$ cat config.mk
export PLATFORM = sky130hd
export DESIGN_NAME = voice_energy_detector
export DESIGN_NICKNAME = d
export VERILOG_FILES = /design/src/rtl/vde_pkg.sv /design/src/rtl/vde_power_track.sv /design/src/rtl/vde_decide.sv /design/src/rtl/voice_energy_detector.sv
export SDC_FILE = /design/constraint.sdc
export NUM_CORES = 1
export LEC_CHECK = 0
export ABC_AREA = 1
export CAP_MARGIN = 10
export CORE_UTILIZATION = 30
export DETAILED_ROUTE_END_ITERATION = 8
export DONT_BUFFER_PORTS = 1
export GPL_TIMING_DRIVEN = 0
export MAX_ROUTING_LAYER = met4
export PLACE_DENSITY = 0.52
export REMOVE_ABC_BUFFERS = 1
export SYNTH_ARGS = -nofsm -noshare
export SYNTH_HDL_FRONTEND = slang
export SYNTH_SLANG_ARGS = --single-unit
$ cat constraint.sdc
create_clock -name clk -period 4.9 [get_ports clk]
set_input_delay 0.49 -clock clk [delete_from_list [all_inputs] [get_ports clk]]
set_output_delay 0.49 -clock clk [all_outputs]
set_load 0.005 [all_outputs]
$ cat src/rtl/vde_pkg.sv
package vde_pkg;

    // Width of the smoothing shift derived from an attack field
    localparam int SHIFT_W = 4;

    typedef enum logic [1:0] {
        DS_IDLE = 2'd0,
        DS_TALK = 2'd1,
        DS_HOLD = 2'd2
    } det_state_e;

endpackage

$ cat src/rtl/vde_power_track.sv
module vde_power_track #(
    parameter int DW = 16,
    parameter int RW = 8
) (
    input  logic          clk,
    input  logic          rst_n,
    input  logic          valid,
    input  logic [DW-1:0] mag,
    input  logic [RW-1:0] rate,
    output logic [DW-1:0] pwr
);
    localparam int KW = vde_pkg::SHIFT_W;
    localparam logic signed [DW+1:0] PMAX = {2'b00, {DW{1'b1}}};

    logic [RW-1:0]          rate_inv;
    logic [KW-1:0]          k;
    logic signed [DW+1:0]   diff;
    logic signed [DW+1:0]   step;
    logic signed [DW+1:0]   sum;
    logic [DW-1:0]          nxt;

    assign rate_inv = ~rate;

    generate
        if (RW >= KW) begin : g_wide
            assign k = KW'(rate_inv >> (RW - KW));
        end else begin : g_narrow
            assign k = KW'(rate_inv);
        end
    endgenerate

    always_comb begin
        diff = $signed({2'b00, mag}) - $signed({2'b00, pwr});
        step = diff >>> k;
        sum  = $signed({2'b00, pwr}) + step;
        if (sum < 0)
            nxt = '0;
        else if (sum > PMAX)
            nxt = {DW{1'b1}};
        else
            nxt = sum[DW-1:0];
    end

    always_ff @(posedge clk or negedge rst_n) begin
        if (!rst_n)
            pwr <= '0;
        else if (valid)
            pwr <= nxt;
    end

    // estimate frozen between samples
    a_r4_hold_idle: assert property (@(posedge clk) disable iff (!rst_n)
        !valid |=> $stable(pwr));
    // a rising step never overshoots the magnitude
    a_r2_rise_bounded: assert property (@(posedge clk) disable iff (!rst_n)
        (valid && mag >= pwr) |=> (pwr >= $past(pwr) && pwr <= $past(mag)));
    // a falling step never undershoots the magnitude
    a_r3_fall_bounded: assert property (@(posedge clk) disable iff (!rst_n)
        (valid && mag < pwr) |=> (pwr <= $past(pwr) && pwr >= $past(mag)));

endmodule

$ cat src/rtl/vde_decide.sv
module vde_decide #(
    parameter int DW = 16,
    parameter int HW = 16
) (
    input  logic          clk,
    input  logic          rst_n,
    input  logic          valid,
    input  logic          clr,
    input  logic [DW-1:0] st_pow,
    input  logic [DW-1:0] lt_pow,
    input  logic [DW-1:0] hi_thr,
    input  logic [DW-1:0] lo_thr,
    input  logic [DW-1:0] floor_thr,
    input  logic [DW-1:0] dev_thr,
    input  logic [HW-1:0] hang_len,
    output logic [DW-1:0] dev_pow,
    output logic          talk_now,
    output logic          voice_flag
);
    import vde_pkg::*;

    localparam logic [HW-1:0] ONE = {{(HW-1){1'b0}}, 1'b1};

    det_state_e    state, nxt;
    logic [HW-1:0] cnt;
    logic [DW-1:0] bg_eff;
    logic          trigger, release_c, load, dec, enter;

    always_comb begin
        bg_eff    = (lt_pow < floor_thr) ? floor_thr : lt_pow;
        dev_pow   = (st_pow > bg_eff) ? (st_pow - bg_eff) : '0;
        trigger   = (st_pow > hi_thr) && (dev_pow > dev_thr);
        release_c = (st_pow < lo_thr);
    end

    // next-state logic
    always_comb begin
        nxt  = state;
        load = 1'b0;
        dec  = 1'b0;
        if (valid) begin
            unique case (state)
                DS_IDLE: if (trigger) nxt = DS_TALK;
                DS_TALK: begin
                    if (release_c) begin
                        if (hang_len == '0) begin
                            nxt = DS_IDLE;
                        end else begin
                            nxt  = DS_HOLD;
                            load = 1'b1;
                        end
                    end
                end
                DS_HOLD: begin
                    if (trigger)
                        nxt = DS_TALK;
                    else if (cnt <= ONE)
                        nxt = DS_IDLE;
                    else
                        dec = 1'b1;
                end
                default: nxt = DS_IDLE;
            endcase
        end
    end

    assign enter = (state != DS_TALK) && (nxt == DS_TALK);

    // state register
    always_ff @(posedge clk or negedge rst_n) begin
        if (!rst_n)
            state <= DS_IDLE;
        else
            state <= nxt;
    end

    always_ff @(posedge clk or negedge rst_n) begin
        if (!rst_n)
            cnt <= '0;
        else if (load)
            cnt <= hang_len;
        else if (dec)
            cnt <= cnt - ONE;
    end

    always_ff @(posedge clk or negedge rst_n) begin
        if (!rst_n)
            voice_flag <= 1'b0;
        else
            voice_flag <= enter | (voice_flag & ~clr);
    end

    // outputs
    always_comb begin
        talk_now = (state != DS_IDLE);
    end

    // flag stays set without a clear
    a_r9_flag_sticky: assert property (@(posedge clk) disable iff (!rst_n)
        (voice_flag && !clr) |=> voice_flag);
    // entry beats a simultaneous clear
    a_r10_set_wins: assert property (@(posedge clk) disable iff (!rst_n)
        (valid && state == DS_IDLE && trigger) |=> (voice_flag && state == DS_TALK));
    // hysteresis keeps speech while above the lower threshold
    a_r7_hold_talk: assert property (@(posedge clk) disable iff (!rst_n)
        (valid && state == DS_TALK && !release_c) |=> state == DS_TALK);
    // hang-over does not advance without a sample
    a_r4_hold_frozen: assert property (@(posedge clk) disable iff (!rst_n)
        (!valid && state == DS_HOLD) |=> (state == DS_HOLD && $stable(cnt)));
    // deviation never exceeds the short-term power
    a_r5_dev_bound: assert property (@(posedge clk) disable iff (!rst_n)
        dev_pow <= st_pow);

endmodule

$ cat src/rtl/voice_energy_detector.sv
module voice_energy_detector #(
    parameter int DW     = 16,
    parameter int FAST_W = 8,
    parameter int SLOW_W = 4,
    parameter int HW     = 16
) (
    input  logic              clk,
    input  logic              rst_n,
    input  logic              smp_valid,
    input  logic [DW-1:0]     smp_data,
    input  logic [FAST_W-1:0] fast_rate,
    input  logic [SLOW_W-1:0] slow_rate,
    input  logic [DW-1:0]     st_hi_thr,
    input  logic [DW-1:0]     st_lo_thr,
    input  logic [DW-1:0]     floor_thr,
    input  logic [DW-1:0]     dev_thr,
    input  logic [HW-1:0]     hang_len,
    input  logic              flag_clr,
    output logic [DW-1:0]     st_pow,
    output logic [DW-1:0]     lt_pow,
    output logic [DW-1:0]     dev_pow,
    output logic              talk_now,
    output logic              voice_flag
);
    logic [DW-1:0] mag;

    // two's complement negate; the most negative code maps to 2^(DW-1)
    assign mag = smp_data[DW-1] ? (~smp_data + 1'b1) : smp_data;

    vde_power_track #(.DW(DW), .RW(FAST_W)) u_short (
        .clk   (clk),
        .rst_n (rst_n),
        .valid (smp_valid),
        .mag   (mag),
        .rate  (fast_rate),
        .pwr   (st_pow)
    );

    vde_power_track #(.DW(DW), .RW(SLOW_W)) u_long (
        .clk   (clk),
        .rst_n (rst_n),
        .valid (smp_valid),
        .mag   (mag),
        .rate  (slow_rate),
        .pwr   (lt_pow)
    );

    vde_decide #(.DW(DW), .HW(HW)) u_decide (
        .clk        (clk),
        .rst_n      (rst_n),
        .valid      (smp_valid),
        .clr        (flag_clr),
        .st_pow     (st_pow),
        .lt_pow     (lt_pow),
        .hi_thr     (st_hi_thr),
        .lo_thr     (st_lo_thr),
        .floor_thr  (floor_thr),
        .dev_thr    (dev_thr),
        .hang_len   (hang_len),
        .dev_pow    (dev_pow),
        .talk_now   (talk_now),
        .voice_flag (voice_flag)
    );

    // magnitude is never negative-wrapped
    a_r11_mag_range: assert property (@(posedge clk) disable iff (!rst_n)
        mag <= {1'b1, {(DW-1){1'b0}}});

endmodule

# --- After elaboration in Yosys (flattened, before gate mapping) ---
# Index checks and enable logic that the tools add are counted.
totals:
  inputBits: 112
  output_inout_bits: 50
  regBits: 51
  word_cells: 64
op_classes:
  eq_ne: 4
  shift: 2
  bitwise_logic: 6
  n_reduce_logical: 6
  muxes: 24
  n_addsub: 7
  magnitude_cmp: 10
ops:
  columns: ["op", "count"]
  rows:
  - ["$mux W16", 9]
  - ["$gt A16 B16 Y1", 3]
  - ["$add A17 B18 Y18", 2]
  - ["$gt A18 B17 Y1 const B", 2]
  - ["$lt A18 B1 Y1 const B", 2]
  - ["$sshr A18 B4 Y18", 2]
  - ["$sub A16 B16 Y17", 2]
  - ["$lt A16 B16 Y1", 2]
  - ["$add A16 B1 Y16 const B", 1]
  - ["$le A16 B1 Y1 const B", 1]
  - ["$logic_not A16 Y1", 1]
  - ["$not A16 Y16", 1]
  - ["$sub A16 B1 Y16 const B", 1]
  - ["$sub A16 B16 Y16", 1]
  - ["$mux W2", 6]
  - ["$mux W1", 8]
  - ["$not A8 Y8", 1]
  - ["$pmux W2 S3", 1]
  - ["$eq A2 B1 Y1 const B", 2]
  - ["$not A4 Y4", 1]
  - ["$reduce_bool A2 Y1", 2]
  - ["$eq A2 B2 Y1 const B", 1]
  - ["$logic_and A1 B1 Y1", 2]
  - ["$logic_not A2 Y1", 1]
  - ["4 further kinds", 4]

# --- Logic depth before layout (Yosys ltp) ---
# Gate-level depths: netlist of the first run.
logic_depth:
  ltp_word: 12
  depth_mapped: 38
  depth_no_buf: 37

# --- Modules after synthesis ---
# A second synthesis of the first run with hierarchy kept.
hier_totals:
  cells_unflattened: 1982
  area_unflattened_um2: 11712.5
by_module_without_submodules:
  columns: ["mod", "seq_area_each_um2", "instances", "cells_per_inst", "area_each_um2"]
  rows:
  - ["vde_decide", 475.5, 1, 671, 4286.6]
  - ["vde_power_track (u_long)", 400.4, 1, 618, 3532.1]
  - ["vde_power_track (u_short)", 400.4, 1, 604, 3473.3]
  - ["voice_energy_detector", 0.0, 1, 89, 420.4]

# --- Worst setup path after synthesis of the first run ---
# No wires, ideal clock.
synth_path:
  path_type: "input-to-reg"
  startpoint: "input floor_thr[7]"
  endpoint: "register u_decide.cnt[0]"
  t_arrival_ps: 4802
  required_time_ps: 4817
  path_stages: 34
  setup_time_ps: 83
  setup_slack_ps: 15
  n_path_buf: 4
  cell_sequence: "inv_1 ha_1 a21oi_1 o21ai_0 o211ai_1 nand2_1 clkbuf_1 nand2_1 o21ai_0 ha_1 fa_1 o21ai_1 nand2_1 nand3_1 nand2_1 nand2_1 a21boi_1 o21ai_0 nand2_1 buf_2 nor2_1 ha_1 nand2_1 nor2_1 nand2_1 inv_1 nand3b_1 a21boi_0 nand3_1 nand2_1 buf_2 nand2_1 clkbuf_1 o21ai_0"
synth_via:
  elab_chain_len: 10
  elab_cells_between_ends: 11
  cone_classes: "1 x add/sub; 3 x order compare; 5 x mux; 2 x reduce/logical"
synth_rtl:
  columns: ["element", "line", "text"]
  rows:
  - ["from (decl)", "voice_energy_detector.sv:15", "input logic [DW-1:0] floor_thr,"]
  - ["$lt A16 B16 Y1", "vde_decide.sv:30", "bg_eff = (lt_pow < floor_thr) ? floor_thr : lt_pow;"]
  - ["$mux W16 (*)", "vde_decide.sv:30", null]
  - ["$sub A16 B16 Y16 / $gt A16 B16 Y1 (equally long branches)", "vde_decide.sv:31", "dev_pow = (st_pow > bg_eff) ? (st_pow - bg_eff) : '0;"]
  - ["$mux W16 (*)", "vde_decide.sv:31", null]
  - ["named net dev_pow[13]", "voice_energy_detector.sv:21", "output logic [DW-1:0] dev_pow,"]
  - ["$gt A16 B16 Y1 (*)", "vde_decide.sv:32", "trigger = (st_pow > hi_thr) && (dev_pow > dev_thr);"]
  - ["$logic_and A1 B1 Y1 (*)", "vde_decide.sv:32", null]
  - ["$mux W1 (*)", "vde_decide.sv:55", "if (trigger)"]
  - ["$mux W1 (*)", "vde_decide.sv:42", "unique case (state)"]
  - ["$mux W1 (*)", "vde_decide.sv:41", "if (valid) begin"]
  - ["$reduce_bool A2 Y1 (no source line) (*)", null, null]
  - ["to (signal assigned)", "vde_decide.sv:81", "cnt <= hang_len;"]
  - ["to (signal assigned)", "vde_decide.sv:83", "cnt <= cnt - ONE;"]
  - ["to (decl)", "vde_decide.sv:25", "logic [HW-1:0] cnt;"]
# The timed path passes the listed nets; every way through them passes the cells marked *.
# A chain may end at the register's enable or synchronous reset.

# --- Final worst setup path of the first run ---
layout_path:
  startpoint: "register u_long.pwr[1]"
  endpoint: "register u_decide.cnt[7]"
layout_via:
  elab_chain_len: 10
  elab_cells_between_ends: 11
  cone_classes: "1 x add/sub; 3 x order compare; 5 x mux; 2 x reduce/logical"
layout_rtl:
  columns: ["element", "line", "text"]
  rows:
  - ["from (decl)", "vde_power_track.sv:10", "output logic [DW-1:0] pwr"]
  - ["from (signal assigned)", "vde_power_track.sv:48", "pwr <= nxt;"]
  - ["$lt A16 B16 Y1", "vde_decide.sv:30", null]
  - ["$mux W16 (*)", "vde_decide.sv:30", null]
  - ["$sub A16 B16 Y16 / $gt A16 B16 Y1 (equally long branches)", "vde_decide.sv:31", null]
  - ["$mux W16 (*)", "vde_decide.sv:31", null]
  - ["named net dev_pow[4]", "voice_energy_detector.sv:21", null]
  - ["$gt A16 B16 Y1 (*)", "vde_decide.sv:32", null]
  - ["$logic_and A1 B1 Y1 (*)", "vde_decide.sv:32", null]
  - ["$mux W1 (*)", "vde_decide.sv:55", null]
  - ["$mux W1 (*)", "vde_decide.sv:42", null]
  - ["$mux W1 (*)", "vde_decide.sv:41", null]
  - ["$reduce_bool A2 Y1 (no source line) (*)", null, null]
# Marks and branches as above.

==> impl_metrics.toml, run 1 <==
[global_routing]
congestion_overflow_gr = 0
grt_pass1_wl_microns = 60400
grt_max_degree = 52
grt_pass1_vias = 11200
antenna_found_initial = 0
grt_util_overall_pct = 22.0

[synthesis]
ffs_latches_synth = 51
synth_enable_flop_cells = 0
synth_top_area_share_pct = 18.9
synth_area_sq_mm = 0.0108
async_flop_share_pct = 100
yosys_most_used_dff = "sky130_fd_sc_hd__dfrtp_1"
cell_with_the_most_instances_after_synthesis = "sky130_fd_sc_hd__nand2_1"
ys_seq_area_share_pct = 11.8
top_cell_types_by_occurrence_after_synthesis = "543 x sky130_fd_sc_hd__nand2_1, 317 x sky130_fd_sc_hd__inv_1, 208 x sky130_fd_sc_hd__nand3_1"
syn_inst = 1854
synth_largest_area_cell = "sky130_fd_sc_hd__nand2_1"
yosys-top-cells-area = "sky130_fd_sc_hd__nand2_1 19%, sky130_fd_sc_hd__ha_1 17%, sky130_fd_sc_hd__dfrtp_1 12%"
synthesis.area_per_instance_sq_um = 5.81
yosys_warnings = 0
synth_cell_type_count = 47

[placement]
port_buffers = 0
detail_placement_hpwl_microns = 31600
gp_routability_congestion = 0.910

[power]
fin_total_pwr_mw = 11.7
static-leakage-power_nw = 7.19
max-vdd-ir-drop_mv = 0.766
power.density_mw_per_mm2 = 857

[detailed_routing]
detail_route.iter0.violations = 693
detail_route.first_pass.iterations = 6
drc = 0
detailroute.via_count = 12100
antenna_violating_nets_post_route = 0
avgRoutedWirePerCell_microns = 17.1
finalWirelength_microns = 40700
detail_route.vias_per_cell = 5.09

[setup_path]
critical_path_arrival_ns = 5.35
setup_crit_end_kind = "flip-flop"
timing.critical_path.fanout_max = 8
worstReg2RegStart = "u_long.pwr[1]$_DFFE_PN0P_"
crit_path_start_kind = "flip-flop"
cp_class = "flip-flop to flip-flop"
critPathMaxStageDelay_ns = 0.52
worst_path_max_delay_cell = "sky130_fd_sc_hd__dfrtp_2"
crit_start = "u_long.pwr[1]$_DFFE_PN0P_"
timing.critical_path.required_ns = 5.11
cp_common_cell = "sky130_fd_sc_hd__nand2_1"

[floorplan]
coreArea_sq_mm = 0.0355
die_height_microns = 192
die-width_microns = 192
io_pins = 162
fp-row-count = 69
die_area_sq_mm = 0.0367
initial_utilization_pct = 30.4

[clock_network]
cts_made_buffers = 5
cts-htree-levels = 2
clk_latency_ns = 0.33
tritoncts_clock_tree = "done"
max-clock-path-buffers = 2
cts_root_buffer = "sky130_fd_sc_hd__clkbuf_16"
cts.reportedPaths.clkPinSlew_ns = 0.08
total_clock_sinks = 51

[sta]
final_critical_path_setup_slack_ns = -0.240
finalHoldViolations = 0
final_min_period_over_clock_period_pct = 105
final-max-slew-violation-count = 0
tightest_slew_ns = 1.18
setup_violations = 19
clock_skew_ns = 0.00954
worst_slew_margin_rel_pct = 21.0
fin_crit_ns = 5.14
rsz0062_at_grt = "true"
tns_ns = -3.73
clock.fmax_ghz = 0.195

[worst_hold_path]
min-delay-path-class = "input port to asynchronous set/reset pin"

[outcome]
result_of_the_run = "complete, but fails checks"
failed_checks = "negative setup slack"

[cells_and_area]
syn2layout_area_growth_pct = 26.3
antenna_diode_count = 0
design.final.nets = 2177
layout-drive-gt1-share_pct = 19.9

[flow_run]
maxCapViolations = 0
critical path: cells and delay by family, from the launching register on:
| family | cells | cell delay (ns) |
|---|---|---|
| compound gates | 11 | 1.36 |
| fa+ha+maj | 4 | 1.02 |
| buf+inv | 4 | 0.69 |
| flops | 1 | 0.52 |
| simple gates | 14 | 1.41 |
layer usage:
metal | GRT usage (%) | routed length (microns) | vias to the layer above
li1 | - | - | 6139
met5 | - | 0 | -
met3 | 3.60 | 2220 | 49
met4 | 5.22 | 858 | 0
met2 | 36.5 | 19300 | 286
met1 | 27.6 | 18300 | 5632
flip-flops by register name (all words and copies together) (netlist names):
register	flops
u_decide.cnt	16
u_decide.state	2
u_decide.voice_flag	1
u_long.pwr	16
u_short.pwr	16
final timing paths:
| kind | end | slack (ns) | cells past startpoint |
|---|---|---|---|
| max | u_decide.cnt[7]$_DFFE_PN0P_ | -0.24 | 33 |
| min | u_short.pwr[2]$_DFFE_PN0P_ | 0.02 | 1 |
| max reg2reg | u_decide.cnt[7]$_DFFE_PN0P_ | -0.24 | 33 |
| min reg2reg | u_decide.cnt[1]$_DFFE_PN0P_ | 0.55 | 2 |
| max in group asynchronous | u_decide.cnt[4]$_DFFE_PN0P_ | 4.60 | 1 |
| min in group clk | u_long.pwr[6]$_DFFE_PN0P_ | 0.23 | 1 |
through the flow:
stage                     hold WS (ns)  setup slack, ns  instances  instance area [sq um]  utilization (%)
after floorplan                  0.194           -0.282       1815                  10600                -
after detailed placement         0.195            -2.51       2276                  11200             31.5
after CTS                       0.0363           -0.343       2336                  12500             35.2
final                           0.0206           -0.240       2377                  13600             38.4
after global placement           0.195            -2.42       2276                  11200             31.5
after global routing            0.0396           -0.452       2377                  13600             38.4
timing repair:
| action | CTS | global route |
|---|---|---|
| endpoints found under the hold margin | 51 | 0 |
| buffers inserted | 44 | 45 |
| hold buffers | 1 | 0 |
| endpoints found under the setup margin | 67 | 51 |
| gates cloned | 7 | 1 |
| pin swaps | 59 | 116 |
| resized for setup | 156 | 213 |
where the power goes:
group          internal (mW)  total (mW)  switching [mW]  leakage (nW)
combinational           4.09        10.1            6.05          6.49
sequential             0.631        1.12           0.494         0.634
clock                  0.195       0.405           0.210        0.0719
total                   4.92        11.7            6.75          7.19
layout make-up:
class                   count  area, sq um
fillers                  3886        21900
multi-input cells        1442         9540
flip-flops and latches     51         1280
inverters                 326         1230
repair buffers             88          828
well taps                 461          577
clock buffers               5          125
clock inverters             3         27.5
repair inverters            1         7.51
kinds of logic (layout without fill, tap and decap cells):
kind of cell,count (synthesis),count (layout),synth area share [%]
simple gates,941,945,37.6
buf+inv,365,423,13.1
compound gates,279,279,14.1
fa+ha+maj,150,150,17.8
xor+xnor,68,68,5.59
flops,51,51,11.8
placed cells by master, fill, tap and decap left out, drive strengths merged, types with 2 or more instances in the layout:
cell | netlist | final
buf | 10 | 86
a31oi | 4 | 4
or2 | 2 | 2
nor3 | 22 | 22
xor2 | 50 | 50
dfrtp | 51 | 51
nor2 | 104 | 104
nor4 | 4 | 4
inv | 323 | 322
nand3b | 7 | 7
o21bai | 5 | 5
clkbuf | 29 | 7
o21ai | 105 | 105
clkinv | 3 | 4
xnor2 | 18 | 18
a21boi | 5 | 5
fa | 5 | 5
a21oi | 130 | 130
nand4 | 27 | 27
o211ai | 12 | 12
and2 | 6 | 6
clkinvlp | 0 | 4
nand2 | 552 | 556
ha | 145 | 145
a21o | 7 | 7
o21a | 7 | 7
nand3 | 217 | 217
o31ai | 2 | 2
Power figures use the tool's default switching activity.
==> run 2: changes to the inputs <==
Settings changed: PLACE_DENSITY 0.52 to unset, PLACE_DENSITY_LB_ADDON set to 0.25.
==> impl_metrics.toml, run 2 (same netlist as run 1, synthesis figures left out) <==
[global_routing]
grt_util_overall_pct = 21.7
grt.met1_usage_pct = 27.2
grt_max_degree = 52
grt_pass1_vias = 10900
congestion_overflow_gr = 0
grt_use_met2_pct = 36.3
antenna_found_initial = 0
grt_most_used_layer = "met2"
gr_util_met3_pct = 3.14
grt_pass1_wl_microns = 59400

[setup_path]
cp_common_cell = "sky130_fd_sc_hd__nand2_2"
worstReg2RegStart = "u_long.pwr[1]$_DFFE_PN0P_"
cp_num_cells = 34
critical_path.n_buffers_inverters = 5
r2r.worst_path.cells = 34
critPathTopFamily = "simple AND/OR/NAND/NOR gates"
cp_class = "flip-flop to flip-flop"
setup_crit_end_kind = "flip-flop"
critPathMaxStageDelay_ns = 0.52
critical_path_arrival_ns = 5.18
worst_path_max_delay_cell = "sky130_fd_sc_hd__dfrtp_2"
crit_path_start_kind = "flip-flop"
timing.critical_path.required_ns = 5.11
crit_start = "u_long.pwr[1]$_DFFE_PN0P_"
timing.critical_path.fanout_max = 8

[power]
comb_power_share_pct = 86.4
p_int_mw = 4.62
power_share_of_the_clock_group_pct = 3.6
seq_power_share_pct = 10.0
power.net_switching_mw = 6.59
swShare_pct = 58.8
power.density_mw_per_mm2 = 846
static-leakage-power_nw = 7.00
max-vdd-ir-drop_mv = 0.316

[sta]
clock.fmax_ghz = 0.201
finalHoldViolations = 0
tns_ns = -0.843
fin_crit_ns = 4.97
tightest_slew_ns = 1.24
worst_slew_margin_rel_pct = 17.0
finalHoldWorstSlack_ns = 0.0304
final_min_period_over_clock_period_pct = 101
final-max-slew-violation-count = 0
rsz0062_at_grt = "true"
setup_violations = 17
clock_skew_ns = 0.0159
final_critical_path_setup_slack_ns = -0.0716

[floorplan]
fp-row-count = 69
die_area_sq_mm = 0.0367
die-width_microns = 192
coreArea_sq_mm = 0.0355
die_height_microns = 192
io_pins = 162
initial_utilization_pct = 30.4

[clock_network]
cts-htree-levels = 2
total_clock_sinks = 51
cts.reportedPaths.clkPinSlew_ns = 0.09
tritoncts_clock_tree = "done"
cts_made_buffers = 5
cts_root_buffer = "sky130_fd_sc_hd__clkbuf_16"
clk_latency_ns = 0.33
max-clock-path-buffers = 2

[cells_and_area]
syn2layout_area_growth_pct = 23.0
layout-drive-gt1-share_pct = 17.2
final_core_util_pct = 37.4
antenna_diode_count = 0
final_cell_mix = "491 x sky130_fd_sc_hd__nand2_1, 312 x sky130_fd_sc_hd__inv_1, 183 x sky130_fd_sc_hd__nand3_1"
layout.cells.non_filler = 2344
leading_cell_type_in_the_layout_fill_and_taps_excluded = "sky130_fd_sc_hd__nand2_1"
fill_cell_count = 3849
design.final.nets = 2144
reg.largest.list = "u_decide.cnt x16, u_long.pwr x16, u_short.pwr x16"

[worst_hold_path]
min-delay-path-class = "input port to asynchronous set/reset pin"

[detailed_routing]
antenna_violating_nets_post_route = 0
finalWirelength_microns = 39600
detail_route.first_pass.iterations = 5
avgRoutedWirePerCell_microns = 16.9
drc = 0
detailroute.via_count = 11800
detail_route.vias_per_cell = 5.04
detail_route.iter0.violations = 718

[outcome]
failed_checks = "negative setup slack"
result_of_the_run = "complete, but fails checks"

[placement]
place_inst = 2276
dp_worst_setup_slack_ns = -2.59
gp_routability_congestion = 0.929
detail_placement_hpwl_microns = 31100
port_buffers = 0

[flow_run]
maxCapViolations = 0
## run 2: cell count changes in the layout (fill, tap and decap cells not counted), sizes merged
cell,before,now
buf,86,55
clkbuf,7,6
inv,322,321
nand2,556,555
or2,2,3
## run 2: path summary, 6_finish.rpt
path	to	slack, ns
setup / recovery	u_decide.cnt[7]$_DFFE_PN0P_	-0.07
hold / removal	u_long.pwr[6]$_DFFE_PN0P_	0.03
setup reg to reg	u_decide.cnt[7]$_DFFE_PN0P_	-0.07
hold reg to reg	u_decide.cnt[1]$_DFFE_PN0P_	0.54
max in group asynchronous	u_decide.cnt[0]$_DFFE_PN0P_	4.60
min in group clk	u_long.pwr[7]$_DFFE_PN0P_	0.23
## run 2: cell type report
type	count	area [sq um]	area share [%]
Sequential cell	51	1280	9.66
Multi-Input combinational cell	1442	9450	71.3
Clock inverter	3	27.5	0.208
Clock buffer	5	125	0.944
Timing Repair Buffer	56	567	4.28
Inverter	326	1230	9.32
Tap cell	461	577	4.35
## run 2: power by group through the flow
stage | sequential (mW) | combinational [mW] | clock [mW]
3_5_place_dp | 1.12 | 7.32 | 0
3_3_place_gp | 1.12 | 7.25 | 0
5_1_grt | 1.15 | 10.8 | 0.428
6_report | 1.12 | 9.68 | 0.405
4_1_cts | 1.12 | 8.65 | 0.417
2_1_floorplan | 0.864 | 5.73 | 0
## run 2: layer usage
metal / vias up / part of all wire (%) / wire (microns)
li1: 6064 / - / -
met2: 204 / 48 / 19000
met5: - / 0 / 0
met4: 0 / 2.5 / 998
met1: 5482 / 46 / 18000
met3: 53 / 4.1 / 1600
## run 2: per-stage QoR
| step | cell area (sq um) | power (mW) |
|---|---|---|
| 3_3_place_gp | 11200 | 8.37 |
| 2_1_floorplan | 10600 | 6.59 |
| 5_1_grt | 13300 | 12.4 |
| 6_report | 13300 | 11.2 |
| 3_5_place_dp | 11200 | 8.44 |
| 4_1_cts | 12400 | 10.2 |
## run 2: worst reg2reg max path: cells and delay by family, from the launching register on
kind,cells,cell delay (ns)
AND/OR/NAND/NOR,15,1.35
adder cells (fa/ha/maj),4,1.09
AO/OA/AOI/OAI,10,1.23
buffers and inverters,5,0.67
flip-flops,1,0.52
## run 2: what timing repair did
action / 4_1_cts / 5_1_grt
buffers inserted: 36 / 19
endpoints found under the hold margin: 51 / 0
pin swaps: 55 / 91
hold buffers: 1 / 0
gates resized for setup: 167 / 179
setup endpoints to repair: 67 / 51
cloned: 5 / 1
==> run 3: changes to the inputs <==
Settings changed: GPL_TIMING_DRIVEN 0 to unset, SYNTH_HIERARCHICAL set to 1.
==> impl_metrics.toml, run 3 <==
[sta]
final-max-slew-violation-count = 0
fin_crit_ns = 4.76
tightest_slew_ns = 0.615
setup_violations = 0
clock.fmax_ghz = 0.210
clock_skew_ns = 0.00769
final_min_period_over_clock_period_pct = 97.2
finalHoldViolations = 0
finalHoldWorstSlack_ns = 0.0277
worst_slew_margin_rel_pct = 58.7
final_critical_path_setup_slack_ns = 0.135

[synthesis]
ffs_latches_synth = 51
synth_cell_type_count = 57
synth-xor-area-share_pct = 4.34
synth_largest_area_cell = "sky130_fd_sc_hd__nand2_1"
synth_area_sq_mm = 0.0117
synth.mux.area_fraction_pct = 0.0855
synthesis.area_per_instance_sq_um = 5.91
cell_with_the_most_instances_after_synthesis = "sky130_fd_sc_hd__nand2_1"
yosys-top-cells-area = "sky130_fd_sc_hd__nand2_1 21%, sky130_fd_sc_hd__ha_1 16%, sky130_fd_sc_hd__dfrtp_1 11%"
synth_top_area_share_pct = 21.4
yosys_most_used_dff = "sky130_fd_sc_hd__dfrtp_1"
main_combinational_cell_family_by_area_after_synthesis = "simple AND/OR/NAND/NOR gates"
yosys_warnings = 6
ys_seq_area_share_pct = 10.9
top_cell_types_by_occurrence_after_synthesis = "668 x sky130_fd_sc_hd__nand2_1, 293 x sky130_fd_sc_hd__inv_1, 224 x sky130_fd_sc_hd__nand3_1"
async_flop_share_pct = 100
post_synth_and_or_nand_nor_area_fraction_pct = 44.5
synth_adder_area_share_pct = 16.8
synth_enable_flop_cells = 0
syn_inst = 1982
synth_compound_area_share_pct = 11.0

[placement]
place_inst = 2595
port_buffers = 0
gp_routability_congestion = 0.920
detail_placement_hpwl_microns = 33900
dp_worst_setup_slack_ns = -0.148
area_of_placed_instances_sq_mm = 0.0132

[power]
power.net_switching_mw = 5.66
power.density_mw_per_mm2 = 722
swShare_pct = 55.7
seq_power_share_pct = 7.4
p_int_mw = 4.49
static-leakage-power_nw = 7.90
comb_power_share_pct = 88.8
max-vdd-ir-drop_mv = 0.294
power_share_of_the_clock_group_pct = 3.8

[cells_and_area]
syn2layout_area_growth_pct = 20.1
layout-drive-gt1-share_pct = 16.7
design.final.nets = 2373
multi_input_area_sq_mm = 0.00946
layout.area.seq_sq_mm = 0.00128
final_cell_mix = "651 x sky130_fd_sc_hd__nand2_1, 293 x sky130_fd_sc_hd__inv_1, 215 x sky130_fd_sc_hd__nand3_1"
leading_cell_type_in_the_layout_fill_and_taps_excluded = "sky130_fd_sc_hd__nand2_1"
postLayoutCellArea_sq_mm = 0.0141
fill_cell_count = 4239
layout.cells.non_filler = 2627
reg.largest.list = "u_decide/cnt x16, u_long/pwr x16, u_short/pwr x16"

[setup_path]
timing.critical_path.fanout_max = 6
worstReg2RegStart = "u_long/pwr[5]$_DFFE_PN0P_"
critical_path_arrival_ns = 4.96
cp_common_cell = "sky130_fd_sc_hd__nand2_1"
r2r.worst_path.cells = 37
setup_crit_end_kind = "flip-flop"
critPathTopFamily = "simple AND/OR/NAND/NOR gates"
timing.critical_path.required_ns = 5.10
cp_class = "flip-flop to flip-flop"
worst-r2r-setup-slack_ns = 0.14
worst_path_max_delay_cell = "sky130_fd_sc_hd__dfrtp_1"
critPathMaxStageDelay_ns = 0.38
critical_path.n_buffers_inverters = 9
crit_path_start_kind = "flip-flop"
timing.rr.end = "u_decide/cnt[15]$_DFFE_PN0P_"
cp_num_cells = 37

[floorplan]
initial_utilization_pct = 30.4
coreArea_sq_mm = 0.0386
fp-row-count = 72
io_pins = 162
die_height_microns = 200
die_area_sq_mm = 0.0398
die-width_microns = 200

[detailed_routing]
avgRoutedWirePerCell_microns = 15.6
detail_route.iter0.violations = 833
antenna_violating_nets_post_route = 0
detail_route.first_pass.iterations = 7
detail_route.vias_per_cell = 4.85
drc = 2
finalWirelength_microns = 40900
detailroute.via_count = 12700

[global_routing]
grt_util_overall_pct = 20.7
grt_max_degree = 52
grt.met1_usage_pct = 25.1
grt_pass1_wl_microns = 62900
grt_most_used_layer = "met2"
gr_util_met3_pct = 4.05
grt_pass1_vias = 12100
antenna_found_initial = 1
grt_use_met2_pct = 35.2
congestion_overflow_gr = 0

[clock_network]
cts.reportedPaths.clkPinSlew_ns = 0.08
max-clock-path-buffers = 2
tritoncts_clock_tree = "done"
cts-htree-levels = 2
cts_made_buffers = 5
total_clock_sinks = 51
cts_root_buffer = "sky130_fd_sc_hd__clkbuf_16"
clk_latency_ns = 0.31

[outcome]
failed_checks = "design-rule violations"
result_of_the_run = "complete, but fails checks"

[flow_run]
maxCapViolations = 0

[worst_hold_path]
min-delay-path-class = "input port to asynchronous set/reset pin"
[run 3: cell types whose count changed after synthesis, sizes merged, moves of 11 or more]
cell	delta
nand2	+142
nor2	+19
inv	-21
o21ai	-26
a21oi	-24
buf	+11
xor2	-20
nand3	+36
[run 3: final cells by class]
cell class	count	area share, %
multi-input cells	1580	67.2
repair buffers	157	9.61
flip-flops and latches	51	9.07
inverters	312	8.36
well taps	518	4.61
clock buffers	5	0.889
clock inverters	3	0.240
diodes	1	0.0178
[run 3: metrics by stage]
| step | setup TNS [ns] | utilization [%] | power, mW |
|---|---|---|---|
| final | 0 | 36.5 | 10.2 |
| after global routing | -1.73 | 36.5 | 11.3 |
| after CTS | 0 | 34.6 | 9.54 |
| after detailed placement | -2.42 | 34.1 | 9.08 |
| after global placement | -1.09 | 34.1 | 8.99 |
| after floorplan | 0 | - | 6.36 |
[run 3: cell families (layout without fill, tap and decap cells)]
kind of cell    after synthesis  in the layout
simple gates               1145           1147
buf+inv                     354            477
compound gates              219            220
fa+ha+maj                   154            154
xor+xnor                     58             58
flops                        51             51
mux                           1              1
other cells                   0              1
[run 3: worst max-delay path by stage]
stage	startpoint	to
6_report	u_long/pwr[5]$_DFFE_PN0P_	u_decide/cnt[15]$_DFFE_PN0P_
5_1_grt	u_long/pwr[1]$_DFFE_PN0P_	u_decide/cnt[10]$_DFFE_PN0P_
4_1_cts	u_long/pwr[15]$_DFFE_PN0P_	u_decide/cnt[1]$_DFFE_PN0P_
3_5_place_dp	floor_thr[15]	u_decide/cnt[8]$_DFFE_PN0P_
3_3_place_gp	floor_thr[15]	u_decide/cnt[9]$_DFFE_PN0P_
2_1_floorplan	floor_thr[5]	u_decide/cnt[0]$_DFFE_PN0P_
[run 3: timing repair]
item / CTS / global route
hold buffers: 1 / 0
hold endpoints to repair: 51 / 0
pin swaps: 0 / 30
gates cloned: 0 / 6
gates resized for setup: 1 / 111
endpoints found under the setup margin: 3 / 51
setup buffers: 0 / 16
[run 3: power groups by stage]
stage | clock (mW) | sequential [mW] | combinational (mW)
5_1_grt | 0.423 | 0.769 | 10.1
3_5_place_dp | 0 | 0.756 | 8.33
2_1_floorplan | 0 | 0.836 | 5.53
3_3_place_gp | 0 | 0.750 | 8.24
6_report | 0.390 | 0.748 | 9.02
4_1_cts | 0.401 | 0.749 | 8.39
[run 3: worst register-to-register path: cells and delay by family (launching register included)]
family / cells / cell delay, ns
AOI/OAI and AO/OA: 3 / 0.37
and+or+nand+nor: 22 / 1.83
DFF: 1 / 0.38
buffers and inverters: 9 / 1.19
adders and majority gates: 3 / 0.86
[run 3: metal layers]
layer / wire length [microns] / up-vias
met4: 932 / 0
li1: - / 6643
met2: 19300 / 289
met1: 18100 / 5760
met3: 2570 / 42
met5: 0 / -
